File: src/rtl/pmu_pkg.sv
package pmu_pkg;

    localparam int XLEN      = 64;
    localparam int SLOT_W    = 8;
    localparam int PRIV_W    = 2;
    localparam int FIRST_CTR = 4;
    localparam int STS_SLOT  = 0;
    localparam int MASK_LSB  = 0;
    localparam int MASK_W    = 4;
    localparam int SEL_LSB   = 8;
    localparam int SEL_W     = 8;

    typedef enum logic {
        SPACE_CFG = 1'b0,
        SPACE_DAT = 1'b1
    } space_e;

    typedef struct packed {
        logic              valid;
        logic              write;
        space_e            space;
        logic [SLOT_W-1:0] idx;
        logic [PRIV_W-1:0] priv;
        logic              secure;
    } acc_req_t;

    typedef struct packed {
        logic fault;
        logic rd_go;
        logic rd_zero;
        logic rd_sts;
        logic cfg_wr;
        logic dat_wr;
        logic sts_wr;
    } acc_dec_t;

    typedef struct packed {
        logic [MASK_W-1:0] lvl_mask;
        logic [SEL_W-1:0]  evt_sel;
    } ctr_cfg_t;

    function automatic ctr_cfg_t cfg_unpack(input logic [XLEN-1:0] w);
        ctr_cfg_t c;
        c.lvl_mask = w[MASK_LSB +: MASK_W];
        c.evt_sel  = w[SEL_LSB +: SEL_W];
        return c;
    endfunction

    function automatic logic [XLEN-1:0] cfg_pack(input ctr_cfg_t c);
        logic [XLEN-1:0] w;
        w = '0;
        w[MASK_LSB +: MASK_W] = c.lvl_mask;
        w[SEL_LSB +: SEL_W]   = c.evt_sel;
        return w;
    endfunction

endpackage

File: src/rtl/pmu_access_ctrl.sv
module pmu_access_ctrl
    import pmu_pkg::*;
#(
    parameter int NUM_PAIRS = 4
) (
    input  acc_req_t             req,
    output acc_dec_t             dec,
    output logic [NUM_PAIRS-1:0] ctr_hit
);
    localparam int LAST_CTR = FIRST_CTR + NUM_PAIRS - 1;

    logic in_ctr;
    logic priv0;
    logic illegal;
    logic is_sts;
    logic masked;

    always_comb begin
        in_ctr  = (int'(req.idx) >= FIRST_CTR) && (int'(req.idx) <= LAST_CTR);
        priv0   = (req.priv == '0);
        // privilege check precedes any slot decode
        illegal = req.valid && !priv0 && (req.write || req.space == SPACE_CFG);
        is_sts  = (req.space == SPACE_CFG) && (int'(req.idx) == STS_SLOT);
        masked  = (req.space == SPACE_DAT) && !priv0 && req.secure;

        dec.fault   = illegal;
        dec.rd_go   = req.valid && !req.write && !illegal;
        dec.rd_sts  = is_sts;
        dec.rd_zero = !(in_ctr || is_sts) || masked;
        dec.cfg_wr  = req.valid && req.write && priv0 && in_ctr
                      && (req.space == SPACE_CFG);
        dec.dat_wr  = req.valid && req.write && priv0 && in_ctr
                      && (req.space == SPACE_DAT);
        dec.sts_wr  = req.valid && req.write && priv0 && is_sts;
    end

    for (genvar k = 0; k < NUM_PAIRS; k++) begin : g_hit
        assign ctr_hit[k] = (int'(req.idx) == FIRST_CTR + k);
    end

endmodule

File: src/rtl/pmu_counter.sv
module pmu_counter
    import pmu_pkg::*;
#(
    parameter int CNT_W   = 16,
    parameter int NUM_EVT = 8
) (
    input  logic               clk,
    input  logic               rst,
    input  logic               cfg_we,
    input  logic               dat_we,
    input  ctr_cfg_t           cfg_wdata,
    input  logic [CNT_W-1:0]   cnt_wdata,
    input  logic [PRIV_W-1:0]  priv_lvl,
    input  logic [NUM_EVT-1:0] evt_in,
    output ctr_cfg_t           cfg_q,
    output logic [CNT_W-1:0]   cnt_q,
    output logic               wrap
);
    logic evt_hit;
    logic count_en;

    always_comb begin
        evt_hit = 1'b0;
        for (int e = 0; e < NUM_EVT; e++) begin
            if (int'(cfg_q.evt_sel) == e) evt_hit = evt_in[e];
        end
        count_en = evt_hit && cfg_q.lvl_mask[priv_lvl];
        wrap     = count_en && !dat_we && (&cnt_q);
    end

    always_ff @(posedge clk) begin
        if (rst) begin
            cfg_q <= '0;
        end else if (cfg_we) begin
            cfg_q <= cfg_wdata;
        end
    end

    always_ff @(posedge clk) begin
        if (rst) begin
            cnt_q <= '0;
        end else if (dat_we) begin
            cnt_q <= cnt_wdata;
        end else if (count_en) begin
            cnt_q <= cnt_q + 1'b1;
        end
    end

endmodule

File: src/rtl/pmu_ovf_status.sv
module pmu_ovf_status #(
    parameter int NUM_PAIRS = 4
) (
    input  logic                 clk,
    input  logic                 rst,
    input  logic                 wr_en,
    input  logic [NUM_PAIRS-1:0] wr_bits,
    input  logic [NUM_PAIRS-1:0] set_bits,
    output logic [NUM_PAIRS-1:0] sts_q,
    output logic                 any_set
);
    logic [NUM_PAIRS-1:0] base;

    always_comb begin
        base = wr_en ? wr_bits : sts_q;
    end

    always_ff @(posedge clk) begin
        if (rst) begin
            sts_q <= '0;
        end else begin
            sts_q <= base | set_bits;
        end
    end

    assign any_set = |sts_q;

endmodule

File: src/rtl/pmu_regfile.sv
module pmu_regfile
    import pmu_pkg::*;
#(
    parameter int NUM_PAIRS = 4,
    parameter int CNT_W     = 16,
    parameter int NUM_EVT   = 8
) (
    input  logic               clk,
    input  logic               rst,
    input  logic               acc_valid,
    input  logic               acc_write,
    input  logic               acc_space,
    input  logic [7:0]         acc_idx,
    input  logic [63:0]        acc_wdata,
    input  logic [1:0]         cur_priv,
    input  logic               secure_rd,
    input  logic [NUM_EVT-1:0] evt_in,
    output logic               rd_valid,
    output logic [63:0]        rd_data,
    output logic               priv_fault,
    output logic               ovf_irq
);
    acc_req_t             req;
    acc_dec_t             dec;
    logic [NUM_PAIRS-1:0] ctr_hit;
    ctr_cfg_t             cfg_q [NUM_PAIRS];
    logic [CNT_W-1:0]     cnt_q [NUM_PAIRS];
    logic [NUM_PAIRS-1:0] wrap_vec;
    logic [NUM_PAIRS-1:0] sts_q;
    logic [XLEN-1:0]      cfg_mux;
    logic [XLEN-1:0]      dat_mux;
    logic [XLEN-1:0]      sts_word;
    logic [XLEN-1:0]      rd_next;
    ctr_cfg_t             cfg_wr_val;
    logic                 unused_wdata_bits;

    assign unused_wdata_bits = ^acc_wdata;

    always_comb begin
        req.valid  = acc_valid;
        req.write  = acc_write;
        req.space  = space_e'(acc_space);
        req.idx    = acc_idx;
        req.priv   = cur_priv;
        req.secure = secure_rd;
        cfg_wr_val = cfg_unpack(acc_wdata);
    end

    pmu_access_ctrl #(.NUM_PAIRS(NUM_PAIRS)) u_acc (
        .req     (req),
        .dec     (dec),
        .ctr_hit (ctr_hit)
    );

    for (genvar k = 0; k < NUM_PAIRS; k++) begin : g_ctr
        pmu_counter #(.CNT_W(CNT_W), .NUM_EVT(NUM_EVT)) u_ctr (
            .clk       (clk),
            .rst       (rst),
            .cfg_we    (dec.cfg_wr && ctr_hit[k]),
            .dat_we    (dec.dat_wr && ctr_hit[k]),
            .cfg_wdata (cfg_wr_val),
            .cnt_wdata (acc_wdata[CNT_W-1:0]),
            .priv_lvl  (cur_priv),
            .evt_in    (evt_in),
            .cfg_q     (cfg_q[k]),
            .cnt_q     (cnt_q[k]),
            .wrap      (wrap_vec[k])
        );
    end

    pmu_ovf_status #(.NUM_PAIRS(NUM_PAIRS)) u_sts (
        .clk      (clk),
        .rst      (rst),
        .wr_en    (dec.sts_wr),
        .wr_bits  (acc_wdata[FIRST_CTR +: NUM_PAIRS]),
        .set_bits (wrap_vec),
        .sts_q    (sts_q),
        .any_set  (ovf_irq)
    );

    always_comb begin
        cfg_mux = '0;
        dat_mux = '0;
        for (int k = 0; k < NUM_PAIRS; k++) begin
            if (ctr_hit[k]) begin
                cfg_mux = cfg_mux | cfg_pack(cfg_q[k]);
                dat_mux = dat_mux | XLEN'(cnt_q[k]);
            end
        end
        sts_word = XLEN'(sts_q) << FIRST_CTR;
        if (dec.rd_zero) begin
            rd_next = '0;
        end else if (req.space == SPACE_DAT) begin
            rd_next = dat_mux;
        end else if (dec.rd_sts) begin
            rd_next = sts_word;
        end else begin
            rd_next = cfg_mux;
        end
    end

    always_ff @(posedge clk) begin
        if (rst) begin
            rd_valid   <= 1'b0;
            rd_data    <= '0;
            priv_fault <= 1'b0;
        end else begin
            rd_valid   <= dec.rd_go;
            rd_data    <= dec.rd_go ? rd_next : '0;
            priv_fault <= dec.fault;
        end
    end

endmodule

File: config.mk
export PLATFORM = sky130hd
export DESIGN_NAME = pmu_regfile
export DESIGN_NICKNAME = d
export VERILOG_FILES = /design/src/rtl/pmu_pkg.sv /design/src/rtl/pmu_access_ctrl.sv /design/src/rtl/pmu_counter.sv /design/src/rtl/pmu_ovf_status.sv /design/src/rtl/pmu_regfile.sv
export SDC_FILE = /design/constraint.sdc
export NUM_CORES = 1
export LEC_CHECK = 0
export ABC_CLOCK_PERIOD_IN_PS = 2000
export BUFFER_PORTS_ARGS = -buffer_cell sky130_fd_sc_hd__buf_2
export CAP_MARGIN = 30
export CORE_MARGIN = 4
export CORE_UTILIZATION = 51
export CTS_CLUSTER_DIAMETER = 40
export CTS_CLUSTER_SIZE = 20
export DETAILED_ROUTE_END_ITERATION = 8
export PLACE_DENSITY = 0.78
export SLEW_MARGIN = 20
export SYNTH_ARGS = -nofsm -noshare
export SYNTH_HDL_FRONTEND = slang
export SYNTH_SLANG_ARGS = --single-unit
File: constraint.sdc
create_clock -name clk -period 2 [get_ports clk]
set_input_delay 0.2 -clock clk [delete_from_list [all_inputs] [get_ports clk]]
set_output_delay 0.2 -clock clk [all_outputs]
set_load 0.02 [all_outputs]
Word-level counts from Yosys, hierarchy flattened
Index checks and enable logic that the tools add are counted.

Add/sub/neg operators: 4. Multipliers: 0. Div/mod/pow operators: 0. $lt $le $gt $ge: 3. Equality and inequality tests: 32. Shift-type cells: 0. Muxes and demuxes: 59. Bitwise logic cells: 9. Reduce and logical (&&, ||, !) cells: 61.

Operator list (count): $mux 64 (8); $or 64x16->64 (6); $eq 8x4->1 const B (20); $mux 16 (10); $add 16x1->16 const B (4); $eq 8x3->1 const B (8); $reduce_and 16->1 (4); $logic_not 8->1 (5); $mux 1 (36); $logic_and 1x1->1 (34); $eq 8x2->1 const B (4); $bmux 1 s2 (4); $ge 8x3->1 const B (1); $le 8x3->1 const B (1); $logic_not 1->1 (8); $reduce_bool 2->1 (4); $mux 4 (1); $or 4x4->4 (1); $reduce_or 4->1 (1); $logic_or 1x1->1 (3); $lt 2x3->1 const B (1); $reduce_or 3->1 (1); $logic_not 2->1 (1); $not 1->1 (2).

Register bits: 182. Latch bits: 0. RAM bits: 0. ROM bits: 0. Input bits: 88. Output and inout bits: 67. Word-level logic and storage cells: 184. Memories kept: 0.

Depth between registers and ports, before layout
Gate-level depths: netlist (run 1).

Word-level depth: 13. Mapped depth: 7. Mapped depth without buffers: 6.

Hierarchy
From an unflattened synthesis (run 1), not the netlist that was laid out.

Cells, all modules: 859. Area, all modules: 7833.8 um^2.

By module, submodules not included: pmu_counter (instances 4, cells an instance 160, area an instance 1497.7 um^2, sequential area each 560.5 um^2); pmu_regfile (instances 1, cells an instance 175, area an instance 1507.7 um^2, sequential area each 360.3 um^2); pmu_access_ctrl (instances 1, cells an instance 26, area an instance 167.7 um^2, sequential area each 0.0 um^2); pmu_ovf_status (instances 1, cells an instance 18, area an instance 167.7 um^2, sequential area each 80.1 um^2).

Least setup slack after synthesis (run 1)
Ideal clock, no wire load.

Kind: input -> register. From: input port acc_idx[7]. To: register g_ctr[3].u_ctr.cnt_q[12]. Library setup time: 0.070 ns. Arrival time: 2.011 ns. Data required time: 1.930 ns. Setup slack: -0.081 ns. Stages on the path: 6. Buffers on the path: 1. Path through: or4_1 -> nor4_4 -> nand4_1 -> clkbuf_1 -> nor2_1 -> o2bb2ai_1.

Longest elaborated chain between the ends: 6. Elaborated cells between the ends (all ways): 9. Those cells by class: order compare: 2; eq/ne: 1; mux: 1; reduce/logical: 5.

Ends and longest elaborated chain: from (decl) (RTL line pmu_regfile.sv:13) `input logic [7:0] acc_idx,`; $ge 8x3->1 or $le 8x3->1 (tied branches) (RTL line pmu_access_ctrl.sv:19) `in_ctr = (int'(req.idx) >= FIRST_CTR) && (int'(req.idx) <= LAST_CTR);`; $logic_and 1x1->1 (RTL line pmu_access_ctrl.sv:19); $logic_and 1x1->1 (RTL line pmu_access_ctrl.sv:32) `dec.dat_wr = req.valid && req.write && priv0 && in_ctr`; $logic_and 1x1->1 (RTL line pmu_access_ctrl.sv:33) `&& (req.space == SPACE_DAT);`; $logic_and 1x1->1 (*) (RTL line pmu_regfile.sv:60) `.dat_we (dec.dat_wr && ctr_hit[k]),`; $mux 16 or $reduce_bool 2->1 (tied branches); to (signal assigned) (RTL line pmu_counter.sv:43) `cnt_q <= cnt_wdata;`; to (signal assigned) (RTL line pmu_counter.sv:45) `cnt_q <= cnt_q + 1'b1;`; to (decl) (RTL line pmu_counter.sv:16) `output logic [CNT_W-1:0] cnt_q,`.

Mark *: on every way between the ends. The rest lies on a longest branch, timed or not. A chain may end at the register's enable or synchronous reset.

Worst setup path in the final report (run 1)
From: register g_ctr[3].u_ctr.cnt_q[1]. To: register g_ctr[3].u_ctr.cnt_q[8].

Longest elaborated chain between the ends: 3.

Ends and longest elaborated chain: $add 16x1->16 (RTL line pmu_counter.sv:45); $mux 16 (RTL line pmu_counter.sv:44) `end else if (count_en) begin`; $mux 16 (RTL line pmu_counter.sv:42) `end else if (dat_we) begin`.

No other way between the ends. The select of a mux whose other input is x is not followed.

==> run metrics, run 1 <==
max cap viols=0; fin crit share=1.03; Initial Util=0.528; max-slew violations=0; Post-synth ARST share=0; Final min period=a little over 2 ns; Seq/Total Area, Yosys=0.345; final hold vios=0; synth unique cells=roughly 50; crit path cell chain=ha_1 -> and4_1 -> nand3_1 -> a2111oi_1 -> xnor2_1 -> a211oi_1; CP Class=flip-flop to flip-flop; Setup crit end kind=flip-flop; antenna cells=0; Avg WL per Cell=19.8 µm; Clock Sinks=134; area delta synth->final=20.6%; Final #Nets=between 1,000 and 1,500; Vias=approximately 7,500; Root Buffer=clkbuf_16; Post-synth EDFFs=0; final hold slack=about 0.070 ns; layout cells sized above 1=0.240; CTS HTree Levels=4; Die Span X=~130 µm; fin area=0.00939 mm²; drt total wl=23.8 mm; CTS buffer count=17; commonest cells after routing, fill and taps aside=126 x dfxtp_1, 118 x nand2_1, 71 x buf_4; post-route ant nets=0; Final setup viols=1; die area=0.0173 mm²; Synth Warn #=0; first-pass GRT wire length=between 30 and 40 mm; area of the core=between 0.01 and 0.015 mm²; Cells after Synth=slightly above 900; slew margin rel.=0.633; failing checks=negative setup slack; fmax=approximately 490 MHz; worst-path maximum fanout=4; number of top-level pins=roughly 160; Worst Tran Pin Value=between 0.5 and 0.6 ns; GR Overflow Total=0; Slowest cell on crit path=a2111oi_1; fin util=0.636; worst stage delay on the critical path=roughly 0.55 ns; status=finished with violations; cell area power density=around 670 mW/mm²; DRC Markers=0; worst path arrival time=around 2.4 ns; largest net degree at the start of global routing=around 120; final setup TNS=-0.0565 ns; critical path data required time=2.34 ns; FF+latch count, synth=between 100 and 150; RePlAce Congestion=0.920; dominant synthesized flop cell=dfxtp_1; worst skew pair latency=~0.43 ns; vias in the first global route=6,896; Via density=6.22; final worst setup slack=-0.0565 ns; Leakage=3.22 nW; CTS tree=built; DPL Wire Length=around 16 mm; FP Rows=44; IR drop worst, VDD=around 0.72 mV; initial antenna violation count=0; die height=132 µm; dpl cell area=just under 0.009 mm²; Syn Area/Cell=roughly 8.5 µm²; Max Buffers Root-to-Sink=2; commonest non-fill, non-tap cell in the layout=dfxtp_1; clock skew=around 0.0077 ns; count of input and output buffers=58; CTS clk-pin slew, worst paths=~0.060 ns; fill count=around 1,200; TritonRoute pass-1 iters=5; GRT Overall Usage=0.270; Post-Syn Area=between 0.007 and 0.008 mm²; RSZ-0062 raised after global routing=true; CP Launch Type=flip-flop; Worst Hold Class=input pin to flip-flop; initial drt markers=roughly 950
-- worst max-delay path, delay by kind of cell, from the launching register on --
family	cells	cell delay, ns
compound gates	2	0.78
xor+xnor	1	0.13
fa+ha+maj	1	0.18
flops	1	0.37
simple gates	2	0.51
-- state kept, by name, summed over array words and instances (netlist names) --
name	flops
u_sts.sts_q	4
g_ctr.u_ctr.cnt_q	64
rd_valid	1
rd_data	16
g_ctr.u_ctr.cfg_q	48
priv_fault	1
-- stage by stage --
stage | setup slack (ns) | power (mW) | cells
4_1_cts | 0.00787 | 6.31 | 1200
2_1_floorplan | -0.0525 | 3.05 | 959
6_report | -0.0565 | 6.31 | 1200
5_1_grt | -0.0932 | 6.47 | 1200
3_5_place_dp | -0.0759 | 3.11 | 1169
3_3_place_gp | -0.0305 | 3.11 | 1169
-- worst paths after layout --
| check | from | endpoint | slack, ns | cells past startpoint |
|---|---|---|---|---|
| max reg2reg | g_ctr[3].u_ctr.cnt_q[1]$_SDFFE_PP0P_ | g_ctr[3].u_ctr.cnt_q[8]$_SDFFE_PP0P_ | -0.06 | 6 |
| min | acc_valid | priv_fault$_SDFF_PP0_ | 0.07 | 2 |
| min reg2reg | g_ctr[0].u_ctr.cfg_q[7]$_SDFFE_PP0P_ | g_ctr[0].u_ctr.cfg_q[7]$_SDFFE_PP0P_ | 0.48 | 2 |
| max | g_ctr[3].u_ctr.cnt_q[1]$_SDFFE_PP0P_ | g_ctr[3].u_ctr.cnt_q[8]$_SDFFE_PP0P_ | -0.06 | 6 |
-- cells in the mapped netlist, types with 3 or more instances --
library cell / count / share of area
dfxtp_1: 134 / 0.34
nand2_1: 118 / 0.057
nor2_1: 69 / 0.033
a211oi_1: 59 / 0.057
a21oi_1: 56 / 0.036
xnor2_1: 53 / 0.060
buf_4: 51 / 0.049
clkbuf_1: 49 / 0.024
inv_1: 43 / 0.021
mux4_2: 36 / 0.10
nand3_1: 32 / 0.021
nor4_1: 25 / 0.020
nand4_1: 21 / 0.017
nor3_1: 18 / 0.012
mux2i_1: 16 / 0.021
o22ai_1: 15 / 0.012
and3_1: 10 / 0.0080
a2111oi_0: 9 / 0.010
and2_1: 9 / 0.0072
and4_1: 8 / 0.0090
clkbuf_2: 8 / 0.0051
o21ai_0: 6 / 0.0039
buf_1: 5 / 0.0024
mux2_2: 5 / 0.0072
or4_1: 5 / 0.0048
ha_1: 4 / 0.0064
nand2b_1: 4 / 0.0032
nor4b_1: 4 / 0.0045
buf_2: 3 / 0.0019
nor2b_1: 3 / 0.0024
o2111ai_1: 3 / 0.0034
o21bai_1: 3 / 0.0029
o2bb2ai_1: 3 / 0.0034
or3_1: 3 / 0.0024
-- cell type report --
class / count / area [µm²] / area share
sequential: 134 / 2690 / 0.287
inverter: 43 / 161 / 0.0172
tap: 184 / 230 / 0.0245
clock buffer: 23 / 488 / 0.0520
multi-input combinational: 666 / 4600 / 0.490
clock inverter: 8 / 121 / 0.0129
timing repair buffer: 142 / 1090 / 0.116
-- power by group --
group | internal [mW] | total, mW | switching [mW]
clock | 2.08 | 3.24 | 1.16
combinational | 0.108 | 0.396 | 0.288
sequential | 2.67 | 2.67 | 0.000963
total | 4.86 | 6.31 | 1.45
-- timing repair --
action	in CTS	in global routing
pin swaps	0	3
hold buffers	0	0
setup endpoints to repair	23	45
gates resized for setup	9	24
buffers inserted	0	0
-- layer usage --
layer | track usage | vias up | part of all wire
li1 | - | 3379 | -
met1 | 0.364 | 3539 | 0.40
met2 | 0.413 | 479 | 0.45
met3 | 0.0692 | 72 | 0.11
met4 | 0.111 | 0 | 0.036
met5 | 0 | - | 0
-- logic make-up (layout without fill, tap and decap cells) --
family	Yosys count	after routing	share of synthesized area
compound gates	162	162	0.137
xor+xnor	55	55	0.0619
fa+ha+maj	4	4	0.00643
buf+inv	159	216	0.103
flops	134	134	0.345
mux	57	57	0.132
other cells	1	48	0.000482
simple gates	340	340	0.215
Power figures use the tool's default switching activity.
==> run 2: changes to the inputs <==
--- a/config.mk
+++ b/config.mk
@@ -8,12 +8,13 @@
 export ABC_CLOCK_PERIOD_IN_PS = 2000
 export BUFFER_PORTS_ARGS = -buffer_cell sky130_fd_sc_hd__buf_2
 export CAP_MARGIN = 30
-export CORE_MARGIN = 4
 export CORE_UTILIZATION = 51
 export CTS_CLUSTER_DIAMETER = 40
 export CTS_CLUSTER_SIZE = 20
 export DETAILED_ROUTE_END_ITERATION = 8
+export MAX_ROUTING_LAYER = met4
 export PLACE_DENSITY = 0.78
+export RECOVER_POWER = 25
 export SLEW_MARGIN = 20
 export SYNTH_ARGS = -nofsm -noshare
 export SYNTH_HDL_FRONTEND = slang
==> run 2 against run 1 <==
Compared with the run above:
- the run ends with design-rule violations, negative setup slack left
- non-clock buffer count up 12
- total power down 1.0%
- die area down 8.9%
- combinational power up 2%
- first-iteration DRC count down 6.8%
- maximum frequency up 1.3%
- sequential share of layout area down 0.57 points
- routed wire length up 0.56%
- clock-buffer cell count down 5
- clock skew up 0.0012 ns
- via count up 0.42%
- setup slack better by 0.026 ns
- critical endpoint is now g_ctr[3].u_ctr.cnt_q[11]$_SDFFE_PP0P_
- largest cell class unchanged
- largest power group unchanged
- highest routed layer unchanged
==> run metrics, run 2 (same netlist as run 1, synthesis figures left out) <==
status=finished with violations; failing checks=design-rule violations, negative setup slack; commonest non-fill, non-tap cell in the layout=dfxtp_1; die area=between 0.015 and 0.02 mm²; Gate power share=0.065; final hold vios=0; Biggest register=g_ctr.u_ctr.cnt_q; Die Span X=approximately 130 µm; count of input and output buffers=58; fin crit share=1.02; CP Launch Type=flip-flop; area of the core=between 0.01 and 0.015 mm²; DRC Markers=13; Initial Util=0.530; final worst setup slack=-0.0308 ns; Leakage=about 3.3 nW; crit path cell chain=mux4_2 -> nand2b_1 -> buf_12 -> buf_4 -> a2111oi_1 -> xnor2_1 -> a211oi_1; worst stage delay on the critical path=0.48 ns; Root Buffer=clkbuf_16; Vias=~7,500; Final min period=roughly 2.0 ns; TritonRoute pass-1 iters=9; antenna cells=0; GR Overflow Total=0; Critical path origin=g_ctr[3].u_ctr.cfg_q[1]$_SDFFE_PP0P_; Setup crit end kind=flip-flop; RePlAce Congestion=0.957; worst-path maximum fanout=9; clock skew=0.00889 ns; worst hold start=acc_valid; Via density=~6.2; max FFs per register=between 60 and 70; Slowest cell on crit path=a2111oi_1; final non-filler cell total=about 1,200; worst skew pair latency=~0.43 ns; post-route ant nets=0; largest net degree at the start of global routing=67; worst path arrival time=around 2.4 ns; commonest cells after routing, fill and taps aside=129 x dfxtp_1, 118 x nand2_1, 79 x buf_4; Seq pwr share=0.428; first-pass GRT wire length=37.7 mm; Max Buffers Root-to-Sink=2; CTS buffer count=17; die height=between 100 and 150 µm; final setup TNS=-0.0852 ns; vias in the first global route=a little under 7,000; number of top-level pins=about 160; max cap viols=0; Final #Nets=roughly 1,100; Clock Sinks=approximately 130; Worst Tran Pin Value=roughly 0.74 ns; DPL Wire Length=roughly 16 mm; sw power=about 1.5 mW; IR drop worst, VDD=roughly 0.65 mV; cell total after placement=1,177; Final setup viols=5; fill count=approximately 1,100; cell area power density=653 mW/mm²; critical path data required time=between 2 and 2.5 ns; layout cells sized above 1=0.261; CP Class=flip-flop to flip-flop; switching share of power=0.238; drt total wl=roughly 24 mm; CTS HTree Levels=4; RSZ-0062 raised after global routing=true; area delta synth->final=22.8%; slew margin rel.=0.510; Clk pwr share=0.508; max-slew violations=0; Worst Hold Class=input pin to flip-flop; Top Registers=g_ctr.u_ctr.cnt_q (64), g_ctr.u_ctr.cfg_q (48), rd_data (16); FF-to-FF Start=g_ctr[3].u_ctr.cfg_q[1]$_SDFFE_PP0P_; CTS clk-pin slew, worst paths=approximately 0.060 ns; CTS tree=built; initial drt markers=881; initial antenna violation count=0; Avg WL per Cell=19.8 µm; fmax=~490 MHz; internal power=between 4 and 5 mW; GRT Overall Usage=0.318; FP Rows=44
==> run 2: through the flow <==
step | util | setup slack [ns] | hold WS, ns | power [mW] | area, µm²
after floorplan | - | -0.0525 | 0.371 | 3.05 | 8020
after global placement | 0.592 | -0.0707 | 0.454 | 3.11 | 8710
after detailed placement | 0.592 | -0.118 | 0.462 | 3.12 | 8710
after CTS | 0.639 | -0.0232 | 0.0835 | 6.24 | 9390
after global routing | 0.651 | -0.0925 | 0.0805 | 6.39 | 9560
final | 0.651 | -0.0308 | 0.0871 | 6.25 | 9560
==> run 2: layer usage <==
metal  wire length, µm  global-route usage  vias up  part of all wire
met5                 0                   -        -                 0
met4               975               0.154        0             0.041
met3              2460              0.0685       91              0.10
met2             11000               0.475      470              0.46
met1              9520               0.409     3552              0.40
li1                  -                   -     3387                 -
==> run 2: worst paths after layout <==
path                                            to  slack [ns]  cells past startpoint
max          g_ctr[3].u_ctr.cnt_q[11]$_SDFFE_PP0P_       -0.03                      7
min                          priv_fault$_SDFF_PP0_        0.09                      2
max reg2reg  g_ctr[3].u_ctr.cnt_q[11]$_SDFFE_PP0P_       -0.03                      7
min reg2reg   g_ctr[1].u_ctr.cfg_q[9]$_SDFFE_PP0P_        0.47                      2
==> run 2: layout make-up <==
| type | instances | area (µm²) | share of cell area |
|---|---|---|---|
| clock buffer | 18 | 439 | 0.0459 |
| clock inverter | 13 | 158 | 0.0165 |
| inverter | 43 | 161 | 0.0169 |
| multi-input combinational | 666 | 4680 | 0.489 |
| sequential | 134 | 2690 | 0.281 |
| tap | 184 | 230 | 0.0241 |
| timing repair buffer | 154 | 1210 | 0.126 |
==> run 2: repair_timing <==
action	4_1_cts	5_1_grt
setup buffers	2	1
endpoints found under the setup margin	14	45
pin swaps	8	7
hold buffers	0	0
gates cloned	1	0
resized for setup	13	36
==> run 2: worst max-delay path: cells and delay by family, from the launching register on <==
family	cells	cell delay [ns]
compound gates	2	0.71
xor+xnor	1	0.15
buf+inv	2	0.32
flops	1	0.33
simple gates	1	0.10
mux	1	0.32
==> run 2: power groups by stage <==
stage	clock [mW]	combinational (mW)	sequential, mW
6_report	3.17	0.403	2.67
5_1_grt	3.30	0.424	2.67
4_1_cts	3.18	0.387	2.67
3_5_place_dp	0	0.385	2.73
3_3_place_gp	0	0.381	2.73
2_1_floorplan	0	0.321	2.73
==> run 3: changes to the inputs <==
--- a/config.mk
+++ b/config.mk
@@ -12,6 +12,7 @@
 export CTS_CLUSTER_DIAMETER = 40
 export CTS_CLUSTER_SIZE = 20
 export DETAILED_ROUTE_END_ITERATION = 8
+export HOLD_SLACK_MARGIN = 0.15
 export MAX_ROUTING_LAYER = met4
 export PLACE_DENSITY = 0.78
 export RECOVER_POWER = 25
==> run 3 against run 2 <==
Compared with the run above:
- the run ends with design-rule violations left
- die area is the same
- via count grew 1.6%
- sequential share of layout area down 0.75 points
- total power increased by 0.50%
- largest cell class unchanged
- largest power group unchanged
==> run metrics, run 3 (same netlist as run 1, synthesis figures left out) <==
CP bufs+invs=1; die height=between 100 and 150 µm; switching share of power=0.239; cell area power density=between 600 and 700 mW/mm²; Worst Hold Class=input pin to flip-flop; max cap viols=0; crit path cell chain=mux4_2 -> o22ai_2 -> or3_4 -> buf_4 -> o31ai_1 -> a311oi_2; Max Buffers Root-to-Sink=2; CP Launch Type=flip-flop; Avg WL per Cell=20.1 µm; IR drop worst, VDD=approximately 0.66 mV; final hold vios=0; DPL Wire Length=about 16 mm; CP Class=flip-flop to flip-flop; worst hold start=rst; fin util=0.668; area of the core=roughly 0.015 mm²; post-route ant nets=0; Top Registers=g_ctr.u_ctr.cnt_q (64), g_ctr.u_ctr.cfg_q (48), rd_data (16); failing checks=design-rule violations; Slowest cell on crit path=or3_4; Leakage=roughly 3.3 nW; RSZ-0062 raised after global routing=true; Initial Util=0.530; Final min period=roughly 2 ns; sw power=roughly 1.5 mW; final non-filler cell total=1,230; cells on worst reg2reg path=6; commonest non-fill, non-tap cell in the layout=dfxtp_1; Critical path origin=g_ctr[0].u_ctr.cfg_q[1]$_SDFFE_PP0P_; worst-path maximum fanout=5; DRC Markers=13; number of top-level pins=between 150 and 200; status=finished with violations; TritonRoute pass-1 iters=8; dpl cell area=roughly 0.0087 mm²; fin area=roughly 0.0098 mm²; hold path cells=4; CTS clk-pin slew, worst paths=about 0.060 ns; Vias=around 7,600; CTS buffer count=17; CTS HTree Levels=4; commonest cells after routing, fill and taps aside=129 x dfxtp_1, 118 x nand2_1, 74 x buf_4; Setup crit end kind=flip-flop; antenna cells=0; count of input and output buffers=a little under 60; CTS tree=built; Clk pwr share=0.506; initial drt markers=roughly 960; Die Span X=roughly 130 µm; pre-CTS setup slack=-0.118 ns; internal power=4.78 mW; Clock Sinks=approximately 130; Root Buffer=clkbuf_16; slew margin rel.=0.515; Final setup viols=0; worst stage delay on the critical path=between 0.4 and 0.5 ns; Power, Total=between 6 and 7 mW; FP Rows=between 40 and 50; worst path arrival time=2.27 ns; largest net degree at the start of global routing=67; Worst R2R End=g_ctr[0].u_ctr.cnt_q[9]$_SDFFE_PP0P_; Worst Tran Pin Value=a little over 0.7 ns; clock skew=about 0.0074 ns; FF-to-FF Start=g_ctr[0].u_ctr.cfg_q[1]$_SDFFE_PP0P_; Final #Nets=between 1,000 and 1,500; max-slew violations=0; die area=around 0.016 mm²; delay-heaviest family, CP=compound AO/OA/AOI/OAI gates; GRT Overall Usage=0.321; layout cells sized above 1=0.249; final worst setup slack=between 0.009 and 0.01 ns; area delta synth->final=26.2%; first-pass GRT wire length=between 30 and 40 mm; worst skew pair latency=0.43 ns; Biggest register=g_ctr.u_ctr.cnt_q; cell total after placement=between 1,000 and 1,500; RePlAce Congestion=0.957; drt total wl=24.7 mm; fin crit share=0.995; Seq pwr share=0.426; Via density=approximately 6.2; initial antenna violation count=0; fmax=502 MHz; GR Overflow Total=0; critical path data required time=between 2 and 2.5 ns; max FFs per register=64; reg-to-reg setup timing slack=about 0.0096 ns; Gate power share=0.068; Hold EP=rd_valid$_SDFF_PP0_; vias in the first global route=roughly 7,000
## run 3: changes by cell type in the layout (fill, tap and decap cells not counted), sizes merged
| cell | delta |
|---|---|
| clkbuf | +23 |
| buf | -19 |
| dlygate4sd3 | +15 |
| bufbuf | -1 |
## run 3: power groups by stage
stage	sequential [mW]	clock [mW]	combinational (mW)
after detailed placement	2.73	0	0.385
after global routing	2.67	3.30	0.451
final	2.67	3.18	0.430
after CTS	2.67	3.18	0.410
after global placement	2.73	0	0.381
after floorplan	2.73	0	0.321
## run 3: metrics by stage
step | hold WS [ns] | TNS, ns
floorplan | 0.371 | -0.787
global placement | 0.454 | -0.644
detailed placement | 0.462 | -2.46
CTS | 0.154 | -0.0517
global route | 0.168 | -0.495
finish | 0.170 | 0
## run 3: worst register-to-register path: stages, from the launching register on
cell	delay, ns
dfxtp_2	0.33
mux4_2	0.33
o22ai_2	0.11
or3_4	0.43
buf_4	0.17
o31ai_1	0.33
a311oi_2	0.14
## run 3: metal layers
metal / GRT usage / share of wire / up-vias
li1: - / - / 3419
met1: 0.412 / 0.39 / 3624
met2: 0.480 / 0.46 / 474
met3: 0.0672 / 0.10 / 102
met4: 0.160 / 0.046 / 0
met5: - / 0 / -
## run 3: area by class of cell
type,count,area [µm²]
fillers,1112,4870
repair buffers,172,1370
clock buffers,18,439
inverters,43,161
multi-input cells,666,4770
well taps,184,230
flip-flops and latches,134,2690
clock inverters,13,158
## run 3: worst max path at each step
stage	cells after the start	to
4_1_cts	8	g_ctr[3].u_ctr.cnt_q[12]$_SDFFE_PP0P_
3_3_place_gp	8	g_ctr[3].u_ctr.cnt_q[13]$_SDFFE_PP0P_
5_1_grt	9	g_ctr[3].u_ctr.cnt_q[7]$_SDFFE_PP0P_
3_5_place_dp	6	g_ctr[0].u_ctr.cnt_q[15]$_SDFFE_PP0P_
6_report	6	g_ctr[0].u_ctr.cnt_q[9]$_SDFFE_PP0P_
2_1_floorplan	6	g_ctr[3].u_ctr.cnt_q[10]$_SDFFE_PP0P_
## run 3: timing repair
action	CTS	global route
gates cloned	1	0
setup endpoints to repair	14	45
pin swaps	8	12
endpoints found under the hold margin	41	0
hold buffers	15	0
buffers inserted	2	5
gates resized for setup	13	56
